==> src/rtl/seg_xlate_pkg.sv <==
package seg_xlate_pkg;

    typedef enum logic [1:0] {
        ACC_READ  = 2'b00,
        ACC_WRITE = 2'b01,
        ACC_EXEC  = 2'b10,
        ACC_RSVD  = 2'b11
    } acc_kind_e;

    typedef enum logic {
        ST_IDLE = 1'b0,
        ST_DONE = 1'b1
    } xl_state_e;

    typedef struct packed {
        logic np;
        logic ty;
        logic lim;
    } flt_t;

endpackage

==> src/rtl/seg_limit_chk.sv <==
module seg_limit_chk #(
    parameter int ADDR_W  = 32,
    parameter int LIM_W   = 20,
    parameter int GRAN_SH = 12,
    parameter int SMALL_W = 16
) (
    input  logic [LIM_W-1:0]  lim_raw,
    input  logic              gran,
    input  logic              down_eff,
    input  logic              big,
    input  logic [ADDR_W-1:0] ofs,
    output logic              in_window
);
    localparam logic [ADDR_W-1:0] LOW_MASK  = (ADDR_W'(1) << GRAN_SH) - ADDR_W'(1);
    localparam logic [ADDR_W-1:0] SMALL_TOP = (ADDR_W'(1) << SMALL_W) - ADDR_W'(1);

    logic [ADDR_W-1:0] eff_lim;
    logic [ADDR_W-1:0] top_bound;

    always_comb begin
        if (gran) begin
            eff_lim = (ADDR_W'(lim_raw) << GRAN_SH) | LOW_MASK;
        end else begin
            eff_lim = ADDR_W'(lim_raw);
        end
        top_bound = big ? '1 : SMALL_TOP;
        if (down_eff) begin
            in_window = (ofs > eff_lim) && (ofs <= top_bound);
        end else begin
            in_window = (ofs <= eff_lim);
        end
    end

endmodule

==> src/rtl/seg_type_chk.sv <==
module seg_type_chk
    import seg_xlate_pkg::*;
(
    input  logic      is_code,
    input  logic      perm,
    input  acc_kind_e kind,
    output logic      type_ok
);
    always_comb begin
        unique case (kind)
            ACC_READ:  type_ok = is_code ? perm : 1'b1;
            ACC_WRITE: type_ok = is_code ? 1'b0 : perm;
            ACC_EXEC:  type_ok = is_code;
            ACC_RSVD:  type_ok = 1'b0;
            default:   type_ok = 1'b0;
        endcase
    end

endmodule

==> src/rtl/seg_xlate.sv <==
module seg_xlate
    import seg_xlate_pkg::*;
#(
    parameter int ADDR_W  = 32,
    parameter int LIM_W   = 20,
    parameter int GRAN_SH = 12,
    parameter int SMALL_W = 16
) (
    input  logic              clk,
    input  logic              rst_n,
    input  logic              req_valid,
    input  logic [ADDR_W-1:0] seg_base,
    input  logic [LIM_W-1:0]  seg_limit,
    input  logic              seg_gran,
    input  logic              seg_down,
    input  logic              seg_big,
    input  logic              seg_present,
    input  logic              seg_code,
    input  logic              seg_rw,
    input  logic [1:0]        acc_kind,
    input  logic [ADDR_W-1:0] offset,
    output logic              done,
    output logic [ADDR_W-1:0] lin_addr,
    output logic              flt_np,
    output logic              flt_type,
    output logic              flt_limit
);
    xl_state_e state_q, state_d;
    logic      win_ok, type_ok;
    flt_t      flt_c, flt_q;

    // Only data segments may grow downward.
    seg_limit_chk #(
        .ADDR_W (ADDR_W),
        .LIM_W  (LIM_W),
        .GRAN_SH(GRAN_SH),
        .SMALL_W(SMALL_W)
    ) u_lim (
        .lim_raw  (seg_limit),
        .gran     (seg_gran),
        .down_eff (seg_down && !seg_code),
        .big      (seg_big),
        .ofs      (offset),
        .in_window(win_ok)
    );

    seg_type_chk u_type (
        .is_code(seg_code),
        .perm   (seg_rw),
        .kind   (acc_kind_e'(acc_kind)),
        .type_ok(type_ok)
    );

    // Ranked fault selection.
    always_comb begin
        flt_c.np  = !seg_present;
        flt_c.ty  = seg_present && !type_ok;
        flt_c.lim = seg_present && type_ok && !win_ok;
    end

    always_comb begin
        unique case (state_q)
            ST_IDLE: state_d = req_valid ? ST_DONE : ST_IDLE;
            ST_DONE: state_d = req_valid ? ST_DONE : ST_IDLE;
            default: state_d = ST_IDLE;
        endcase
    end

    always_ff @(posedge clk) begin
        if (!rst_n) begin
            state_q <= ST_IDLE;
        end else begin
            state_q <= state_d;
        end
    end

    always_ff @(posedge clk) begin
        if (!rst_n) begin
            lin_addr <= '0;
            flt_q    <= '0;
        end else if (req_valid) begin
            lin_addr <= seg_base + offset;
            flt_q    <= flt_c;
        end
    end

    assign done      = (state_q == ST_DONE);
    assign flt_np    = flt_q.np;
    assign flt_type  = flt_q.ty;
    assign flt_limit = flt_q.lim;


    done_follow_chk: assert property (@(posedge clk) disable iff (!rst_n)
        req_valid |=> done);

    done_idle_chk: assert property (@(posedge clk) disable iff (!rst_n)
        !req_valid |=> !done);

    one_flag_chk: assert property (@(posedge clk) disable iff (!rst_n)
        $onehot0({flt_np, flt_type, flt_limit}));

    absent_flag_chk: assert property (@(posedge clk) disable iff (!rst_n)
        (req_valid && !seg_present) |=> flt_np);

    code_write_chk: assert property (@(posedge clk) disable iff (!rst_n)
        (req_valid && seg_present && seg_code && acc_kind == 2'b01) |=> flt_type);

    addr_hold_chk: assert property (@(posedge clk) disable iff (!rst_n)
        !req_valid |=> $stable(lin_addr));

endmodule

==> config.mk <==
export PLATFORM = sky130hd
export DESIGN_NAME = seg_xlate
export DESIGN_NICKNAME = d
export VERILOG_FILES = /design/src/rtl/seg_xlate_pkg.sv /design/src/rtl/seg_limit_chk.sv /design/src/rtl/seg_type_chk.sv /design/src/rtl/seg_xlate.sv
export SDC_FILE = /design/constraint.sdc
export NUM_CORES = 1
export LEC_CHECK = 0
export CAP_MARGIN = 20
export CELL_PAD_IN_SITES_DETAIL_PLACEMENT = 1
export CELL_PAD_IN_SITES_GLOBAL_PLACEMENT = 1
export CORE_ASPECT_RATIO = 0.5
export CORE_MARGIN = 3
export CORE_UTILIZATION = 35
export CTS_BUF_LIST = sky130_fd_sc_hd__clkbuf_16
export DETAILED_ROUTE_END_ITERATION = 10
export PLACE_DENSITY = 0.83
export SYNTH_ARGS = -nofsm -noshare
export SYNTH_HDL_FRONTEND = slang
export SYNTH_SLANG_ARGS = --single-unit
==> constraint.sdc <==
create_clock -name clk -period 3.6 [get_ports clk]
set_input_delay 0.54 -clock clk [delete_from_list [all_inputs] [get_ports clk]]
set_output_delay 0.54 -clock clk [all_outputs]
set_load 0.005 [all_outputs]
* Yosys cells after proc, flatten, opt, wreduce, memory -nomap -nowiden *
Cells that the tools add are included.

operators by class
  add/sub/neg operators = 1
  $mul = 0
  div/mod/pow operators = 0
  $lt $le $gt $ge = 3
  eq/ne operators = 3
  shifts and indexed selects = 0
  muxes and demuxes = 7
  bitwise operators = 0
  reduce and logical (&&, ||, !) cells = 10

operators with widths
  operator            count
  $le 32x32->1        2
  $mux 32             2
  $add 32x32->32      1
  $gt 32x32->1        1
  $logic_and 1x1->1   5
  $eq 2x2->1 const B  2
  $logic_not 1->1     4
  $mux 1              4
  $pmux 1 s4          1
  $eq 2x1->1 const B  1
  $logic_not 2->1     1

word-level totals
  bits in registers = 36
  latch bits = 0
  memory bits (writable) = 0
  memory bits (read-only) = 0
  input bits = 95
  output and inout port bits = 36
  word-level logic and storage cells = 29
  memories = 0

* Longest topological paths before layout *
Gate-level depths: netlist (run 1).

  depth in word-level cells = 6
  gate-level depth with buffers = 12
  mapped depth without buffers = 11

* Hierarchy *
From an unflattened synthesis (run 1), not the netlist that was laid out.

second synthesis, totals
  cell total of the unflattened synthesis = 574
  area total of the unflattened synthesis = 4329.2 um^2

modules (own cells, without submodules)
  module         times used  cells each  area an instance (um^2)  sequential area each (um^2)
  seg_xlate      1           399         3042.9                   720.7
  seg_limit_chk  1           171         1258.7                   0.0
  seg_type_chk   1           4           27.5                     0.0

* Worst setup path before layout (run 1) *
OpenSTA, ideal clock, no wires.

  path type = input port to flip-flop
  start = in seg_gran
  end = reg flt_q (netlist bit flt_limit)
  library setup time = 0.122 ns
  arrival time = 2.879 ns
  required time = 3.478 ns
  path slack = 0.599 ns
  cell stages on the path = 12
  path buffers = 2
  cell sequence = clkbuf_1 buf_1 mux2i_1 ha_1 a211oi_1 nor2_1 a2111oi_0 o21ai_0 a311oi_1 o21ba_2 mux2i_1 o21ai_0

on the way
  longest elaborated chain between the ends = 6
  elaborated cells on any way between the ends = 7
  classes of those cells = order compare: 2; mux: 2; reduce/logical: 3

ends and longest elaborated chain
  element                RTL line             RTL
  from (decl)            seg_xlate.sv:14      input logic seg_gran,
  $mux 32 (*)            seg_limit_chk.sv:21  if (gran) begin
  $gt 32x32->1           seg_limit_chk.sv:28  in_window = (ofs > eff_lim) && (ofs <= top_bound);
  $logic_and 1x1->1      seg_limit_chk.sv:28
  $mux 1 (*)             seg_limit_chk.sv:27  if (down_eff) begin
  $logic_not 1->1 (*)    seg_xlate.sv:58      flt_c.lim = seg_present && type_ok && !win_ok;
  $logic_and 1x1->1 (*)  seg_xlate.sv:58
  to (signal assigned)   seg_xlate.sv:83      flt_q <= flt_c;
  to (decl)              seg_xlate.sv:30      flt_t flt_c, flt_q;

Mark *: on every way between the ends. The rest lies on a longest branch, timed or not.
A chain may end at the register's enable or synchronous reset.

* Worst setup path after layout (run 1) *
  start = in offset[16]
  end = reg lin_addr[23]

on the way
  longest elaborated chain between the ends = 1

ends and longest elaborated chain
  element               RTL line         RTL
  from (decl)           seg_xlate.sv:21  input logic [ADDR_W-1:0] offset,
  $add 32x32->32        seg_xlate.sv:82  lin_addr <= seg_base + offset;
  to (signal assigned)  seg_xlate.sv:82
  to (decl)             seg_xlate.sv:23  output logic [ADDR_W-1:0] lin_addr,

No other way between the ends.

==> summary.md, run 1 <==
| Metric | Value |
|---|---|
| Core region area | between 0.01 and 0.015 mm2 |
| Pins Over Slew Limit | 0 |
| Ant diodes | 0 |
| FF-to-FF path depth | 4 |
| Worst Setup SP | offset[16] |
| Top_reg_cell synth | dfxtp_1 |
| Critical path peak fanout | 6 |
| Std cell rows | 27 |
| Area grow syn2layout | 36.8% |
| Net Count, Synth | 735 |
| Nets | 852 |
| # setup viols final | 0 |
| Flops & latches, synth | 36 |
| Final Skew | 0 ns |
| Final Instance Count excl. Fillers | approximately 840 |
| Global route hottest layer | met1 |
| Sequential-to-total area share from yosys stat | around 17% |
| Routed WL | 16300 um |
| DRC viols | 0 |
| Worst Tran Pin Value | roughly 0.65 ns |
| Largest net degree at the start of global routing | 53 |
| Synth Cell Area | 0.00431 mm2 |
| Die area | between 0.01 and 0.015 mm2 |
| Hold buffer count at CTS | 0 |
| Ys async rst share | 0% |
| Reg-to-reg slack, setup | around 2.7 ns |
| GRT Total Usage | 23.2% |
| Crit-path slowest cell | clkdlybuf4s50_1 |
| Mapped Avg Cell Area | approximately 7.7 um2 |
| Top-level I/O count | roughly 130 |
| DR iter-0 viols | about 340 |
| Peak Freq | around 0.31 GHz |
| CTS Buf Count | 5 |
| DR vias | 4777 |
| Tcrit/Tclk final | between 80% and 90% |
| Routing usage on met3 | under 10% |
| Final GP Congestion | ~0.94 |
| Most common cell after layout, fill and taps aside | clkdlybuf4s50_1 |
| Height of the die | 84.5 um |
| Commonest non-fill, non-tap cells in the layout | clkdlybuf4s50_1, ha_1, nor2_1 |
| Met1 Use GR | a little over a third |
| Chip Width | approximately 160 um |
| Worst vdd ir | 0.197 mV |
| Per-cell routed wire length | slightly below 20 um |
| IO Port Bufs | 130 |
| Share of cells above drive strength 1 | 2.36% |
| Clock Latency Late Sink | roughly 0.29 ns |
| Vias per cell | between 5 and 6 |
| CTS tree | built |
| Grt total ovfl | 0 |
| Htree depth | 2 |
| Post-DP HPWL | 13800 um |
| RSZ-0062 raised after global routing | false |
| Crit. End Element | flip-flop |
| Post-route worst setup slack | between 0.4 and 0.5 ns |
| R2r endpoint | lin_addr[31]$_SDFFE_PN0P_ |
| Pwr Density | ~280 mW/mm2 |
| Setup Fix Bufs, Post-CTS | 0 |
| Static leakage | 2.53 nW |
| Min-delay worst type | flip-flop to flip-flop |
| Worst path required time | between 3 and 4 ns |
| Setup CP Type | input pin to flip-flop |
| Critical Path AT | 3.35 ns |
| Rel. slew slack | around 57% |
| First-pass GRT wire length | between 20000 and 30000 um |
| Sequence of cells on the critical path | clkdlybuf4s50_1, ha_1, a21oi_1, o21ai_0, a21oi_1, a21boi_0, o21bai_1, xnor2_1, o21ai_0 |
| Largest stage delay, worst path | approximately 0.53 ns |
| Drt pass-1 iters | 5 |
| Vias in the first global route | between 4000 and 5000 |
| Post-cts gate resize count | 0 |
| Critical Path End | lin_addr[23]$_SDFFE_PN0P_ |
| Sum Neg Setup Slack | 0 ns |
| Maxcap violations | 0 |
| Synth warn | 0 |
| Status | complete, no violations |
| Initial Util | a little under two fifths |
| Clk buf depth | 2 |
| Startpoint types | input pin |
| Clock Pin Slew Worst Setup and Hold Paths | ~0.06 ns |
| Number of antenna-violating nets in the routed design | 0 |
| Post-Synthesis Cells | between 500 and 600 |
| Initial antenna violation count | 0 |
| Critical R2R Launch | lin_addr[31]$_SDFFE_PN0P_ |
| Clk root buf | clkbuf_16 |
| Final hold vios | 0 |
| Clock period minus worst slack | ~3.2 ns |
| Pre-CTS setup slack | between 0.2 and 0.3 ns |
| CTS sink count | 36 |
| Netlist cell types | 57 |
| Post-placement cell count | between 800 and 900 |
| GR Layer Usage met2 | between 30% and 40% |
| EDFF count, synth | 0 |
==> per-stage QoR <==
| step | power (mW) | instance area (um2) | hold WS, ns | utilization (%) |
|---|---|---|---|---|
| final | 1.68 | 5890 | 0.483 | 51.3 |
| after global routing | 1.78 | 5890 | 0.502 | 51.3 |
| after floorplan | 0.885 | 4310 | 0.449 | - |
| after CTS | 1.67 | 5890 | 0.488 | 51.3 |
| after global placement | 1.22 | 5750 | 0.464 | 50.1 |
| after detailed placement | 1.24 | 5750 | 0.477 | 50.1 |
==> synthesized netlist by cell type (all sizes together), types with 2 or more instances <==
master	count	area, um2
nand2b	5	31.3
o211ai	8	60.1
o22ai	3	25.0
dfxtp	36	721
a31oi	8	56.3
inv	20	75.1
o21ai	34	170
nor3	8	45.0
a21oi	49	245
mux2i	20	200
nor2b	21	131
a21o	15	113
nand3	34	170
a311o	3	30.0
and4b	4	40.0
buf	4	23.8
a211o	2	17.5
a211oi	9	67.6
nand4	19	119
and4	2	17.5
xor2	8	70.1
and3	2	12.5
ha	79	988
o211a	4	40.0
nand2	45	171
or3	4	25.0
o21bai	4	30.0
nand4b	5	43.8
o2111ai	2	17.5
xnor2	12	105
o21a	2	15.0
a21boi	4	30.0
nor2	50	188
clkbuf	20	75.1
==> sequential cells by signal, summed over array words and instances, names as in the netlist <==
signal,flops
lin_addr,32
done,1
flt_limit,1
flt_np,1
flt_type,1
==> area by class of cell <==
cell class	instances	area, um2
clock buffers	5	125
clock inverters	3	15.0
flip-flops and latches	36	721
fillers	1417	5590
well taps	159	199
inverters	20	75.1
multi-input cells	480	3410
repair buffers	134	1340
==> power by group <==
part           switching [mW]  total, mW  internal [mW]
Sequential             0.0235      0.464          0.441
Clock                   0.176      0.428          0.252
Combinational           0.405      0.784          0.379
==> how the worst min path moves through the flow <==
stage	from	to	slack, ns	cells after the start
final	lin_addr[9]$_SDFFE_PN0P_	lin_addr[9]$_SDFFE_PN0P_	0.48	2
after global routing	lin_addr[29]$_SDFFE_PN0P_	lin_addr[29]$_SDFFE_PN0P_	0.50	2
after CTS	lin_addr[29]$_SDFFE_PN0P_	lin_addr[29]$_SDFFE_PN0P_	0.49	2
after detailed placement	lin_addr[9]$_SDFFE_PN0P_	lin_addr[9]$_SDFFE_PN0P_	0.48	2
after global placement	lin_addr[20]$_SDFFE_PN0P_	lin_addr[20]$_SDFFE_PN0P_	0.46	2
after floorplan	flt_limit$_SDFFE_PN0P_	flt_limit$_SDFFE_PN0P_	0.45	2
==> critical path, delay by kind of cell <==
family / cells / cell delay [ns]
AO/OA/AOI/OAI: 6 / 1.52
buffers and inverters: 1 / 0.53
adder cells (fa/ha/maj): 1 / 0.47
XOR/XNOR: 1 / 0.27
==> cells by family (layout without fill, tap and decap cells) <==
family | after synthesis | count (layout) | synth area share (%)
multiplexers | 20 | 20 | 4.65
buffers and inverters | 44 | 162 | 4.04
XOR/XNOR | 20 | 20 | 4.07
adder cells (fa/ha/maj) | 80 | 80 | 23.4
AND/OR/NAND/NOR | 204 | 204 | 24.0
AO/OA/AOI/OAI | 156 | 156 | 23.1
flip-flops | 36 | 36 | 16.7
==> layer usage <==
metal | up-vias | routed length [um] | share of wire, %
li1 | 2320 | - | -
met1 | 2270 | 8200 | 50
met2 | 168 | 6740 | 41
met3 | 19 | 1120 | 6.8
met4 | 0 | 226 | 1.4
met5 | - | 0 | 0
No activity file was read; power rests on OpenSTA's default activity.
==> run 2, diff against run 1 <==
Settings changed: CTS_BUF_LIST sky130_fd_sc_hd__clkbuf_16 to sky130_fd_sc_hd__clkbuf_4.
==> summary.md, run 2 (same netlist as run 1, synthesis figures left out) <==
| Metric | Value |
|---|---|
| Final Instance Count excl. Fillers | 837 (unchanged) |
| Final Skew | 0 ns (unchanged) |
| Chip Width | 163 um (unchanged) |
| Max FFs per register | 32 (unchanged) |
| Vias per cell | 5.74 (+0.59%) |
| Routed WL | 16200 um (-0.61%) |
| Sum Neg Setup Slack | 0 ns (unchanged) |
| Clock Pin Slew Worst Setup and Hold Paths | 0.12 ns (+0.06 ns) |
| Clock period minus worst slack | 3.12 ns (-0.0715 ns) |
| Min-delay worst type | flip-flop to flip-flop |
| Filler instances | 1427 (+0.71%) |
| Clk buf depth | 2 (unchanged) |
| Share of cells above drive strength 1 | 2.51% (+0.15 points) |
| Top-level I/O count | 131 (unchanged) |
| Commonest non-fill, non-tap cells in the layout | clkdlybuf4s50_1, ha_1, nor2_1 |
| Tcrit/Tclk final | 86.7% (-2.0 points) |
| Htree depth | 2 (unchanged) |
| Drt pass-1 iters | 5 (unchanged) |
| Vias in the first global route | 4819 (-0.23%) |
| Ant diodes | 0 (unchanged) |
| Grt total ovfl | 0 (unchanged) |
| GRT Total Usage | 23.0% (-0.27 points) |
| Post-cts gate resize count | 0 (unchanged) |
| Worst vdd ir | 0.122 mV (-38%) |
| Static leakage | 2.49 nW (-1.6%) |
| Critical Path AT | 3.38 ns (+0.03 ns) |
| CTS tree | built |
| # setup viols final | 0 (unchanged) |
| Peak Freq | 0.320 GHz (+2.3%) |
| DRC viols | 0 (unchanged) |
| First-pass GRT wire length | 25600 um (-0.45%) |
| Per-cell routed wire length | 19.3 um (-0.61%) |
| CTS Buf Count | 5 (unchanged) |
| Largest net degree at the start of global routing | 53 (unchanged) |
| Worst hold stages | 2 (unchanged) |
| Hold buffer count at CTS | 0 (unchanged) |
| Sequence of cells on the critical path | clkdlybuf4s50_1, ha_1, nand4_1, nor3_1, nand2_1, a21oi_1, nor2_1, a211o_1, a41o_1, o21a_1 |
| Crit. End Element | flip-flop |
| Startpoint types | input pin |
| Worst Tran Pin Value | 0.659 ns (+0.0128 ns) |
| Number of antenna-violating nets in the routed design | 0 (unchanged) |
| Clock Latency Late Sink | 0.35 ns (+0.06 ns) |
| Core region area | 0.0115 mm2 (unchanged) |
| Largest stage delay, worst path | 0.53 ns (about the same) |
| Post-route cell area | 0.00581 mm2 (-1.4%) |
| Area after DPL | 0.00575 mm2 (unchanged) |
| RSZ-0062 raised after global routing | false |
| Die area | 0.0138 mm2 (unchanged) |
| IO Port Bufs | 130 (unchanged) |
| DR iter-0 viols | 366 (+7.3%) |
| Maxcap violations | 0 (unchanged) |
| Post-route worst setup slack | 0.477 ns (+0.0715 ns) |
| Area grow syn2layout | 34.8% |
| Crit-path slowest cell | clkdlybuf4s50_1 |
| Critical path peak fanout | 8 (+2) |
| Initial Util | 37.5% (unchanged) |
| Pins Over Slew Limit | 0 (unchanged) |
| Most common cell after layout, fill and taps aside | clkdlybuf4s50_1 |
| Status | complete, no violations |
| Initial antenna violation count | 0 (unchanged) |
| Setup CP Type | input pin to flip-flop |
| Height of the die | 84.5 um (unchanged) |
| Post-placement cell count | 829 (unchanged) |
| Nets | 852 (unchanged) |
| FF-to-FF path depth | 4 (unchanged) |
| Largest Register | lin_addr |
| Final GP Congestion | 0.939 (unchanged) |
| Clk root buf | clkbuf_4 |
| DR vias | 4805 (+0.59%) |
| Setup Fix Bufs, Post-CTS | 0 (unchanged) |
| Rel. slew slack | 55.8% (-1.1 points) |
| Worst path required time | 3.86 ns (+0.10 ns) |
| Post-DP HPWL | 13800 um (unchanged) |
| Pwr Density | 255 mW/mm2 (-10%) |
| CTS sink count | 36 (unchanged) |
| Final hold vios | 0 (unchanged) |
| Pre-CTS setup slack | 0.255 ns (unchanged) |
| Std cell rows | 27 (unchanged) |
[run 2: cell count changes in the layout (fill, tap and decap cells not counted)]
cell,before,now
clkbuf_16,5,0
clkbuf_4,0,6
inv_1,21,20
[run 2: layout make-up]
type / instances / area, um2 / area share (%)
multi-input cells: 480 / 3410 / 58.8
flip-flops and latches: 36 / 721 / 12.4
clock buffers: 6 / 45.0 / 0.775
repair buffers: 134 / 1340 / 23.1
inverters: 20 / 75.1 / 1.29
clock inverters: 2 / 11.3 / 0.194
well taps: 159 / 199 / 3.42
[run 2: final timing paths]
path	from	endpoint	slack (ns)
hold reg to reg	lin_addr[29]$_SDFFE_PN0P_	lin_addr[29]$_SDFFE_PN0P_	0.49
setup reg to reg	lin_addr[31]$_SDFFE_PN0P_	lin_addr[31]$_SDFFE_PN0P_	2.66
hold / removal	lin_addr[29]$_SDFFE_PN0P_	lin_addr[29]$_SDFFE_PN0P_	0.49
setup / recovery	offset[19]	lin_addr[31]$_SDFFE_PN0P_	0.48
[run 2: layer usage]
layer	track usage (%)	wire, um
met3	3.35	1180
met4	4.60	235
met5	0	0
met1	35.1	8140
met2	33.9	6630
[run 2: worst max-delay path: cells and delay by family]
kind	cells	cell delay [ns]
AOI/OAI and AO/OA	4	0.92
adders and majority gates	1	0.51
buffers and inverters	1	0.53
and+or+nand+nor	4	0.88
[run 2: report_power, final]
group / leakage [nW] / switching (mW) / internal, mW / total [mW]
registers: 0.297 / 0.0233 / 0.440 / 0.464
clock network: 0.0293 / 0.153 / 0.0820 / 0.235
logic: 2.16 / 0.405 / 0.379 / 0.784
total: 2.49 / 0.582 / 0.902 / 1.48
[run 2: through the flow]
step | power, mW | hold slack, ns | utilization, %
5_1_grt | 1.58 | 0.512 | 50.6
6_report | 1.48 | 0.491 | 50.6
2_1_floorplan | 0.885 | 0.449 | -
3_3_place_gp | 1.22 | 0.464 | 50.1
4_1_cts | 1.48 | 0.497 | 50.6
3_5_place_dp | 1.24 | 0.477 | 50.1
